===== config.mk =====
export PLATFORM = sky130hd
export DESIGN_NAME = scsi_cmd_decoder
export DESIGN_NICKNAME = d
export VERILOG_FILES = /design/src/rtl/scsi_cmd_pkg.sv /design/src/rtl/scsi_cmd_decode.sv /design/src/rtl/scsi_start_dispatch.sv /design/src/rtl/scsi_reg_update.sv /design/src/rtl/scsi_cmd_decoder.sv
export SDC_FILE = /design/constraint.sdc
export NUM_CORES = 1
export LEC_CHECK = 0
export BUFFER_PORTS_ARGS = -buffer_cell sky130_fd_sc_hd__buf_2
export CAP_MARGIN = 0
export CORE_AREA = 4 4 61 63
export CTS_BUF_LIST = sky130_fd_sc_hd__clkbuf_4 sky130_fd_sc_hd__clkbuf_8
export CTS_CLUSTER_DIAMETER = 30
export DETAILED_ROUTE_END_ITERATION = 10
export DIE_AREA = 0 0 65 67
export GPL_ROUTABILITY_DRIVEN = 0
export GPL_TIMING_DRIVEN = 0
export PLACE_DENSITY = 0.83
export SYNTH_ARGS = -nofsm -noshare
export SYNTH_HDL_FRONTEND = slang
export SYNTH_HIERARCHICAL = 1
export SYNTH_SLANG_ARGS = --single-unit

===== constraint.sdc =====
create_clock -name clk -period 2.1 [get_ports clk]
set_input_delay 0.42 -clock clk [delete_from_list [all_inputs] [get_ports clk]]
set_output_delay 0.42 -clock clk [all_outputs]
set_load 0.01 [all_outputs]

===== src/rtl/scsi_cmd_pkg.sv =====
package scsi_cmd_pkg;

  localparam int OPC_W = 7;

  localparam logic [OPC_W-1:0] OP_NOP     = 7'h00;
  localparam logic [OPC_W-1:0] OP_FLUSH   = 7'h01;
  localparam logic [OPC_W-1:0] OP_BUSRST  = 7'h03;
  localparam logic [OPC_W-1:0] OP_XFER    = 7'h10;
  localparam logic [OPC_W-1:0] OP_ICCS    = 7'h11;
  localparam logic [OPC_W-1:0] OP_MSGOK   = 7'h12;
  localparam logic [OPC_W-1:0] OP_PAD     = 7'h18;
  localparam logic [OPC_W-1:0] OP_SEL     = 7'h41;
  localparam logic [OPC_W-1:0] OP_SELATN  = 7'h42;
  localparam logic [OPC_W-1:0] OP_SELSTOP = 7'h43;
  localparam logic [OPC_W-1:0] OP_ENSEL   = 7'h44;
  localparam logic [OPC_W-1:0] OP_DISSEL  = 7'h45;

  localparam int N_START = 4;

  typedef enum logic [2:0] {
    GO_NONE    = 3'd0,
    GO_SEL     = 3'd1,
    GO_SELATN  = 3'd2,
    GO_SELSTOP = 3'd3,
    GO_XFER    = 3'd4
  } go_e;

  typedef enum logic [1:0] {
    ST_KEEP,
    ST_LOAD,
    ST_MERGE
  } stat_mode_e;

  typedef enum logic [1:0] {
    CS_DONE,
    CS_DISC,
    CS_BUSRST,
    CS_ZERO
  } cause_sel_e;

  typedef enum logic [1:0] {
    IRQ_NO,
    IRQ_YES,
    IRQ_CFG
  } irq_mode_e;

  typedef struct packed {
    logic       cause_we;
    cause_sel_e cause_sel;
    stat_mode_e stat_mode;
    logic       seq_zero;
    logic       flag_zero;
    irq_mode_e  irq_mode;
    go_e        go;
    logic       illegal;
  } effect_t;

endpackage


===== src/rtl/scsi_cmd_decode.sv =====
module scsi_cmd_decode
  import scsi_cmd_pkg::*;
(
  input  logic [OPC_W-1:0] opcode,
  output effect_t          eff
);

  always_comb begin
    eff           = '0;
    eff.cause_sel = CS_ZERO;
    eff.stat_mode = ST_KEEP;
    eff.irq_mode  = IRQ_NO;
    eff.go        = GO_NONE;
    case (opcode)
      OP_NOP: ;
      OP_FLUSH: begin
        eff.cause_we  = 1'b1;
        eff.cause_sel = CS_DONE;
        eff.seq_zero  = 1'b1;
        eff.flag_zero = 1'b1;
        eff.irq_mode  = IRQ_YES;
      end
      OP_BUSRST: begin
        eff.cause_we  = 1'b1;
        eff.cause_sel = CS_BUSRST;
        eff.irq_mode  = IRQ_CFG;
      end
      OP_ICCS: begin
        eff.cause_we  = 1'b1;
        eff.cause_sel = CS_DONE;
        eff.stat_mode = ST_MERGE;
        eff.irq_mode  = IRQ_YES;
      end
      OP_MSGOK: begin
        eff.cause_we  = 1'b1;
        eff.cause_sel = CS_DISC;
        eff.seq_zero  = 1'b1;
        eff.flag_zero = 1'b1;
        eff.irq_mode  = IRQ_YES;
      end
      OP_PAD: begin
        eff.cause_we  = 1'b1;
        eff.cause_sel = CS_DONE;
        eff.stat_mode = ST_LOAD;
        eff.seq_zero  = 1'b1;
      end
      OP_ENSEL, OP_DISSEL: begin
        eff.cause_we  = 1'b1;
        eff.cause_sel = CS_ZERO;
      end
      OP_SEL:     eff.go = GO_SEL;
      OP_SELATN:  eff.go = GO_SELATN;
      OP_SELSTOP: eff.go = GO_SELSTOP;
      OP_XFER:    eff.go = GO_XFER;
      default:    eff.illegal = 1'b1;
    endcase
  end

endmodule


===== src/rtl/scsi_start_dispatch.sv =====
module scsi_start_dispatch
  import scsi_cmd_pkg::*;
(
  input  logic               clk,
  input  logic               rst_n,
  input  logic               wr,
  input  go_e                go,
  input  logic               dma_req,
  input  logic               dma_en,
  output logic [N_START-1:0] start_q
);

  go_e                pend_q, pend_n;
  go_e                fire_kind;
  logic [N_START-1:0] fire_n;

  always_comb begin
    pend_n    = pend_q;
    fire_kind = GO_NONE;
    if (wr) begin
      pend_n = GO_NONE;
      if (go != GO_NONE) begin
        if (dma_req && !dma_en) pend_n    = go;
        else                    fire_kind = go;
      end
    end else if ((pend_q != GO_NONE) && dma_en) begin
      fire_kind = pend_q;
      pend_n    = GO_NONE;
    end
  end

  for (genvar k = 0; k < N_START; k++) begin : g_fire
    assign fire_n[k] = (fire_kind == go_e'(k + 1));
  end

  always_ff @(posedge clk or negedge rst_n) begin
    if (!rst_n) begin
      pend_q  <= GO_NONE;
      start_q <= '0;
    end else begin
      pend_q  <= pend_n;
      start_q <= fire_n;
    end
  end

endmodule


===== src/rtl/scsi_reg_update.sv =====
module scsi_reg_update
  import scsi_cmd_pkg::*;
#(
  parameter int              STAT_W       = 8,
  parameter int              CAUSE_W      = 8,
  parameter int              SEQ_W        = 3,
  parameter int              FLAG_W       = 5,
  parameter logic [CAUSE_W-1:0] CAUSE_DONE   = 8'h08,
  parameter logic [CAUSE_W-1:0] CAUSE_DISC   = 8'h20,
  parameter logic [CAUSE_W-1:0] CAUSE_BUSRST = 8'h80,
  parameter logic [STAT_W-1:0]  STAT_CNT0    = 8'h10,
  parameter logic [STAT_W-1:0]  STAT_MSGIN   = 8'h07
) (
  input  logic               clk,
  input  logic               rst_n,
  input  logic               wr,
  input  effect_t            eff,
  input  logic               dma_req,
  input  logic               cfg_rpt_dis,
  input  logic [STAT_W-1:0]  stat_i,
  output logic [CAUSE_W-1:0] cause_q,
  output logic               cause_we_q,
  output logic [STAT_W-1:0]  stat_q,
  output logic               stat_we_q,
  output logic [SEQ_W-1:0]   seq_q,
  output logic               seq_we_q,
  output logic [FLAG_W-1:0]  flags_q,
  output logic               flags_we_q,
  output logic               irq_q,
  output logic               illegal_q,
  output logic               load_q
);

  logic [CAUSE_W-1:0] cause_n;
  logic [STAT_W-1:0]  stat_n;
  logic               cause_we_n, stat_we_n, seq_we_n, flags_we_n;
  logic               irq_n, illegal_n, load_n;

  always_comb begin
    cause_we_n = wr && eff.cause_we;
    stat_we_n  = wr && (eff.stat_mode != ST_KEEP);
    seq_we_n   = wr && eff.seq_zero;
    flags_we_n = wr && eff.flag_zero;
    illegal_n  = wr && eff.illegal;
    load_n     = wr && dma_req;
    irq_n      = wr && ((eff.irq_mode == IRQ_YES) ||
                        ((eff.irq_mode == IRQ_CFG) && !cfg_rpt_dis));
    case (eff.cause_sel)
      CS_DONE:   cause_n = CAUSE_DONE;
      CS_DISC:   cause_n = CAUSE_DISC;
      CS_BUSRST: cause_n = CAUSE_BUSRST;
      default:   cause_n = '0;
    endcase
    if (eff.stat_mode == ST_MERGE) stat_n = stat_i | STAT_MSGIN;
    else                           stat_n = STAT_CNT0;
  end

  always_ff @(posedge clk or negedge rst_n) begin
    if (!rst_n) begin
      cause_we_q <= 1'b0;
      stat_we_q  <= 1'b0;
      seq_we_q   <= 1'b0;
      flags_we_q <= 1'b0;
      irq_q      <= 1'b0;
      illegal_q  <= 1'b0;
      load_q     <= 1'b0;
    end else begin
      cause_we_q <= cause_we_n;
      stat_we_q  <= stat_we_n;
      seq_we_q   <= seq_we_n;
      flags_we_q <= flags_we_n;
      irq_q      <= irq_n;
      illegal_q  <= illegal_n;
      load_q     <= load_n;
    end
  end

  always_ff @(posedge clk or negedge rst_n) begin
    if (!rst_n) begin
      cause_q <= '0;
      stat_q  <= '0;
      seq_q   <= '0;
      flags_q <= '0;
    end else begin
      if (cause_we_n) cause_q <= cause_n;
      if (stat_we_n)  stat_q  <= stat_n;
      if (seq_we_n)   seq_q   <= '0;
      if (flags_we_n) flags_q <= '0;
    end
  end

endmodule


===== src/rtl/scsi_cmd_decoder.sv =====
module scsi_cmd_decoder
  import scsi_cmd_pkg::*;
#(
  parameter int STAT_W  = 8,
  parameter int CAUSE_W = 8,
  parameter int SEQ_W   = 3,
  parameter int FLAG_W  = 5,
  localparam int CMD_W  = OPC_W + 1
) (
  input  logic               clk,
  input  logic               rst_n,
  input  logic               host_wr,
  input  logic [CMD_W-1:0]   host_cmd,
  input  logic               cfg_rpt_dis,
  input  logic               dma_en,
  input  logic [STAT_W-1:0]  stat_i,
  output logic [CAUSE_W-1:0] cause_o,
  output logic               cause_we,
  output logic [STAT_W-1:0]  stat_o,
  output logic               stat_we,
  output logic [SEQ_W-1:0]   seq_o,
  output logic               seq_we,
  output logic [FLAG_W-1:0]  flags_o,
  output logic               flags_we,
  output logic               irq_req,
  output logic               illegal_cmd,
  output logic               cnt_load,
  output logic               start_sel,
  output logic               start_atn,
  output logic               start_stop,
  output logic               start_xfer
);

  logic [OPC_W-1:0]   opcode;
  logic               dma_req;
  effect_t            eff;
  logic [N_START-1:0] starts;

  assign opcode  = host_cmd[OPC_W-1:0];
  assign dma_req = host_cmd[CMD_W-1];

  scsi_cmd_decode u_decode (
    .opcode (opcode),
    .eff    (eff)
  );

  scsi_start_dispatch u_dispatch (
    .clk     (clk),
    .rst_n   (rst_n),
    .wr      (host_wr),
    .go      (eff.go),
    .dma_req (dma_req),
    .dma_en  (dma_en),
    .start_q (starts)
  );

  scsi_reg_update #(
    .STAT_W  (STAT_W),
    .CAUSE_W (CAUSE_W),
    .SEQ_W   (SEQ_W),
    .FLAG_W  (FLAG_W)
  ) u_update (
    .clk         (clk),
    .rst_n       (rst_n),
    .wr          (host_wr),
    .eff         (eff),
    .dma_req     (dma_req),
    .cfg_rpt_dis (cfg_rpt_dis),
    .stat_i      (stat_i),
    .cause_q     (cause_o),
    .cause_we_q  (cause_we),
    .stat_q      (stat_o),
    .stat_we_q   (stat_we),
    .seq_q       (seq_o),
    .seq_we_q    (seq_we),
    .flags_q     (flags_o),
    .flags_we_q  (flags_we),
    .irq_q       (irq_req),
    .illegal_q   (illegal_cmd),
    .load_q      (cnt_load)
  );

  assign start_sel  = starts[0];
  assign start_atn  = starts[1];
  assign start_stop = starts[2];
  assign start_xfer = starts[3];

endmodule


# Word-level counts from Yosys, hierarchy flattened
# Index checks and enable logic that the tools add are counted.
# op_classes
eq_ne,20
mux,17
reduce_logical,25
# op_table
cell,n
"7-bit == test, second input constant",5
"7-bit by 5-bit == test with 1-bit output, second input constant",4
3-bit 2-to-1 mux,8
3-bit one-hot mux with 4 select lines,2
8-bit one-hot mux with 3 select lines,1
12-bit OR reduction,1
1-bit logical AND,10
3-bit OR reduction,3
8-bit 2-to-1 mux,1
2-bit one-hot mux with 2 select lines,2
"7-bit by 1-bit == test with 1-bit output, second input constant",1
"7-bit by 2-bit == test with 1-bit output, second input constant",1
7-bit logical NOT,1
"2-bit == test, second input constant",3
"3-bit by 2-bit == test with 1-bit output, second input constant",2
3-bit nonzero test,2
"2-bit by 1-bit == test with 1-bit output, second input constant",2
2-bit nonzero test,2
2-bit OR reduction,2
"3-bit by 1-bit == test with 1-bit output, second input constant",1
"3-bit == test, second input constant",1
1-bit 2-to-1 mux,3
1-bit logical NOT,2
2-bit logical NOT,1
1-bit logical OR,1
# totals
register_bits,30

# Logic depth before layout (Yosys ltp)
# logic_depth
depth_word,7
mapped_depth,6
mapped_depth_nobuf,5

# Cells and area by module
# The synthesis kept the hierarchy.
# by_module_without_submodules
module,n_inst,cells_per_inst,area_per_inst_um2
scsi_reg_update,1,70,808.3
scsi_start_dispatch,1,26,310.3
scsi_cmd_decode,1,41,276.5

# Least setup slack after synthesis
# Ideal clock, no wire load.
# synth_path
path_kind,input -> register
startpoint,input host_cmd[3]
endpoint,register u_update.irq_q
setup_time_ns,0.077
arrival_time_ns,1.693
required_time_ns,2.023
path_slack_ns,0.330
stages,4
cell_sequence,or4_4 nor3_2 or3b_2 a21oi_1
# synth_rtl
item,line,text
"start, declared",scsi_cmd_decoder.sv:13,"input logic [CMD_W-1:0] host_cmd,"
"end signal, assigned",scsi_reg_update.sv:72,irq_q <= irq_n;
"end, declared",scsi_reg_update.sv:29,"output logic irq_q,"

==> reports/metrics.sh <==
LAYOUT_COMMON_CELLS='sky130_fd_sc_hd__buf_2 (38), sky130_fd_sc_hd__dfrtp_1 (23), sky130_fd_sc_hd__buf_4 (15)'
TOTALNEGATIVESETUPSLACK_NS=0
NETLIST_INSTANCES=137
FINALWIRELENGTH_UM=2658
YS_SEQ_ELEMENTS=23
CRIT_REQUIRED_NS=2.34
CRIT_FANOUT=7
FINAL_CELLS=237
YOSYSTOPAREACELLSHARE=0.4126
HOLDCRITPATHCLASS='input pin to async pin'
POSTCTSSETUPBUFFERS=0
GRT_PASS1_VIAS=1015
POWER.SWITCHING_mW=0.2109
SYNTH_TOP_CELLS_BY_AREA='sky130_fd_sc_hd__dfrtp_1 (41%), sky130_fd_sc_hd__buf_4 (8.1%), sky130_fd_sc_hd__and2_2 (4.3%), sky130_fd_sc_hd__buf_6 (3.2%), sky130_fd_sc_hd__mux2_4 (3.2%)'
KIND_OF_CELL_ADDING_THE_MOST_DELAY_TO_THE_CRITICAL_PATH='simple AND/OR/NAND/NOR gates'
NUMCTSBUFFERS=3
TRITONCTS_NUM_SINKS=23
WORSTSKEWPAIRLATENCY_NS=0.30
INITIAL_CORE_UTIL=0.4317
HIGHEST_CLOCK_RATE_GHz=0.5817
WORST_SETUP_HOLD_PATH_CLK_SLEW_NS=0.12
POST_CTS_RESIZED=0
CHIPHEIGHT_UM=67
POWER_FRAC_SEQ=0.550
CLK_PATH_BUF_DEPTH=2
FLOORPLAN.DIE.WIDTH_UM=65
OUTCOME='finished, final reports clean'
PERIOD_MINUS_SLACK_NS=1.719
CTS_TREE='yes'
VIA_COUNT=1110
P_LEAK_nW=0.8796
INTERNAL_POWER_SUMMED_OVER_ALL_CELLS_mW=0.6194
CRIT_TYPE='input pin to flop'
TIMING.FINAL.WS_SETUP_NS=0.3810
DP_HPWL_UM=2129
GRT_OVERALL_USAGE=0.1274
SYNTH-EDFF-COUNT=0
VDD_IR_DROP_MAX_mV=0.1565
FINALNETCOUNT=213
NUMPLACEDINSTANCES=233
CTS_HOLD_REPAIR.BUFFERS=0
ROUTE.DETAILED.VIAS_PER_INST=4.684
ANTENNA_FOUND_INITIAL=0
AVGSYNTHCELLAREA_UM2=10.18
CTSROOTBUFFERMASTER='sky130_fd_sc_hd__clkbuf_4'
TOP_CELL_TYPE_BY_TOTAL_AREA_AFTER_SYNTHESIS='sky130_fd_sc_hd__dfrtp_1'
GRT_START_MAX_NET_PINS=24
NUMBER_OF_PRIMARY_I_O_PINS=56
ANTENNA_VIOLATING_NETS_POST_ROUTE=0
YOSYS.CELL_TYPES.COUNT=39
TIMING.SLEW.HEADROOM=0.6585
CRIT_BUF_INV=1
AREA_GROWTH_PCT=23.14
HOLD_VIOLATIONS=0
RSZ_0062_RAISED_AFTER_GLOBAL_ROUTING='no'
SHARE_CLK_OF_TOTAL_POWER=0.250
INSERTEDDIODECOUNT=0
CP-END-KIND='flop'
FINAL.PERIOD_UTILIZATION=0.8186
DETAIL_ROUTE.DRC_VIOLATIONS=0
SYN_AREA_MM2=0.001395
ARRIVAL_NS=1.96
PORTBUFFERS=38
PRE_CTS_WS_NS=0.07595
CTSHTREEMAXLEVEL=1
DETAIL_ROUTE.WL_PER_CELL_UM=11.22
DRIVE_GT1_FRAC=0.4398
COMBINATIONAL_GROUP_SHARE_OF_TOTAL_POWER=0.200
DR.FIRST_ITER.DRC_COUNT=38
OVERFLOW=0
CRITICAL_PATH.STARTPOINT_TYPE='input pin'
GRT_PASS1_WL_UM=4271
TIMING_WORST_SLEW_PIN_VALUE_NS=0.5122
CP_CELL_SEQUENCE='buf_2 -> or4_4 -> nor2_1 -> nor2b_1 -> a221o_1'
LARGEST_CLOCK_SKEW_IN_THE_FINAL_DESIGN_NS=0.0006662
SYNTH.YOSYS.SEQ_AREA_SHARE=0.4126
POWER_DENSITY_OVER_THE_CELLS_mW_PER_MM2=483.3
DRV.MAX_CAP_VIOLATION_COUNT=0
MAXSLEWVIOLCOUNT=0
PLACEMENT_ROWS=21
YOSYS_WARNINGS=6
CRITPATHMAXSTAGEDELAY_NS=0.58
LAYOUT_COMMONEST_CELL='sky130_fd_sc_hd__buf_2'
ASYNC_SET_OR_RESET_REGISTER_RATIO_AFTER_SYNTHESIS=1.000
SWITCHING_SHARE=0.2541
DIEAREA_MM2=0.004355
SYNTHFLOPTYPE='sky130_fd_sc_hd__dfrtp_1'
SETUP_VIOL=0
SLOWEST_STAGE='sky130_fd_sc_hd__or4_4'
DRT_PASS1_ITERATIONS=4
COREAREA_MM2=0.003232
-- kinds of logic (layout without fill, tap and decap cells) --
| group | Yosys count | in the layout | share of synthesized area |
|---|---|---|---|
| mux | 3 | 3 | 0.03228 |
| flops | 23 | 23 | 0.4126 |
| buf+inv | 23 | 65 | 0.1238 |
| simple gates | 62 | 62 | 0.2996 |
| xor+xnor | 2 | 2 | 0.01256 |
| other cells | 1 | 13 | 0.002688 |
| compound gates | 23 | 23 | 0.1166 |
-- final cells by class --
type	count	area, um^2
Buffer	19	157.7
Clock buffer	4	30.03
Timing Repair Buffer	38	190.2
Multi-Input combinational cell	103	691.9
Inverter	4	15.01
Tap cell	46	57.56
Sequential cell	23	575.6
Fill cell	304	1514
-- per-layer routing --
metal,routed length (um),vias to the layer above,global-route usage
met5,0,-,0
met4,42,0,0.05013
met3,199,4,0.03541
met2,1265,40,0.2171
met1,1151,502,0.1510
li1,-,564,-
-- per-stage QoR --
step | instance area [um^2] | power [mW] | hold WS (ns) | utilization
floorplan | 1440 | 0.5727 | 0.1244 | -
global placement | 1688 | 0.6278 | 0.4256 | 0.5223
detailed placement | 1688 | 0.6317 | 0.4255 | 0.5223
CTS | 1718 | 0.8398 | 0.08265 | 0.5316
global route | 1718 | 0.8805 | 0.08480 | 0.5316
finish | 1718 | 0.8303 | 0.07384 | 0.5316
-- power groups by stage --
stage	Sequential (mW)	Combinational, mW	Clock [mW]
2_1_floorplan	0.470	0.103	0
3_3_place_gp	0.465	0.163	0
3_5_place_dp	0.466	0.166	0
4_1_cts	0.457	0.166	0.217
5_1_grt	0.459	0.183	0.238
6_report	0.457	0.166	0.207
-- cell usage after synthesis (2+ instances only) --
master	count
sky130_fd_sc_hd__and2_2	8
sky130_fd_sc_hd__nand2b_1	6
sky130_fd_sc_hd__inv_1	4
sky130_fd_sc_hd__o21ai_0	4
sky130_fd_sc_hd__or3_1	2
sky130_fd_sc_hd__nor3_1	3
sky130_fd_sc_hd__nor2_1	7
sky130_fd_sc_hd__nand2_1	4
sky130_fd_sc_hd__buf_4	15
sky130_fd_sc_hd__nand3_1	3
sky130_fd_sc_hd__and2b_2	4
sky130_fd_sc_hd__a21oi_1	8
sky130_fd_sc_hd__a221o_1	4
sky130_fd_sc_hd__a32oi_1	3
sky130_fd_sc_hd__buf_6	4
sky130_fd_sc_hd__dfrtp_1	23
sky130_fd_sc_hd__mux2_4	3
sky130_fd_sc_hd__nor2b_1	5
sky130_fd_sc_hd__nor3b_1	3
sky130_fd_sc_hd__and3_1	5
-- state kept, by name, summed over array words and instances (netlist names), 3 cells and up --
register,flops
u_update/cause_q,3
u_dispatch/start_q,4
u_dispatch/pend_q,3
u_update/stat_q,6
-- worst paths after layout --
check / slack (ns) / to / depth (start not counted) / startpoint
max in group asynchronous: 1.68 / u_update/stat_we_q / 1 / rst_n
min in group clk: 0.31 / u_dispatch/pend_q[1] / 2 / dma_en
worst max register to register: 1.12 / u_dispatch/start_q[0] / 2 / u_dispatch/pend_q[1]
worst min register to register: 0.52 / u_update/cause_q[3] / 1 / u_update/cause_q[3]
worst max-delay path: 0.38 / u_update/stat_q[5] / 5 / host_cmd[3]
worst min-delay path: 0.07 / u_dispatch/pend_q[1] / 1 / rst_n
(Power assumes the default switching activity.)
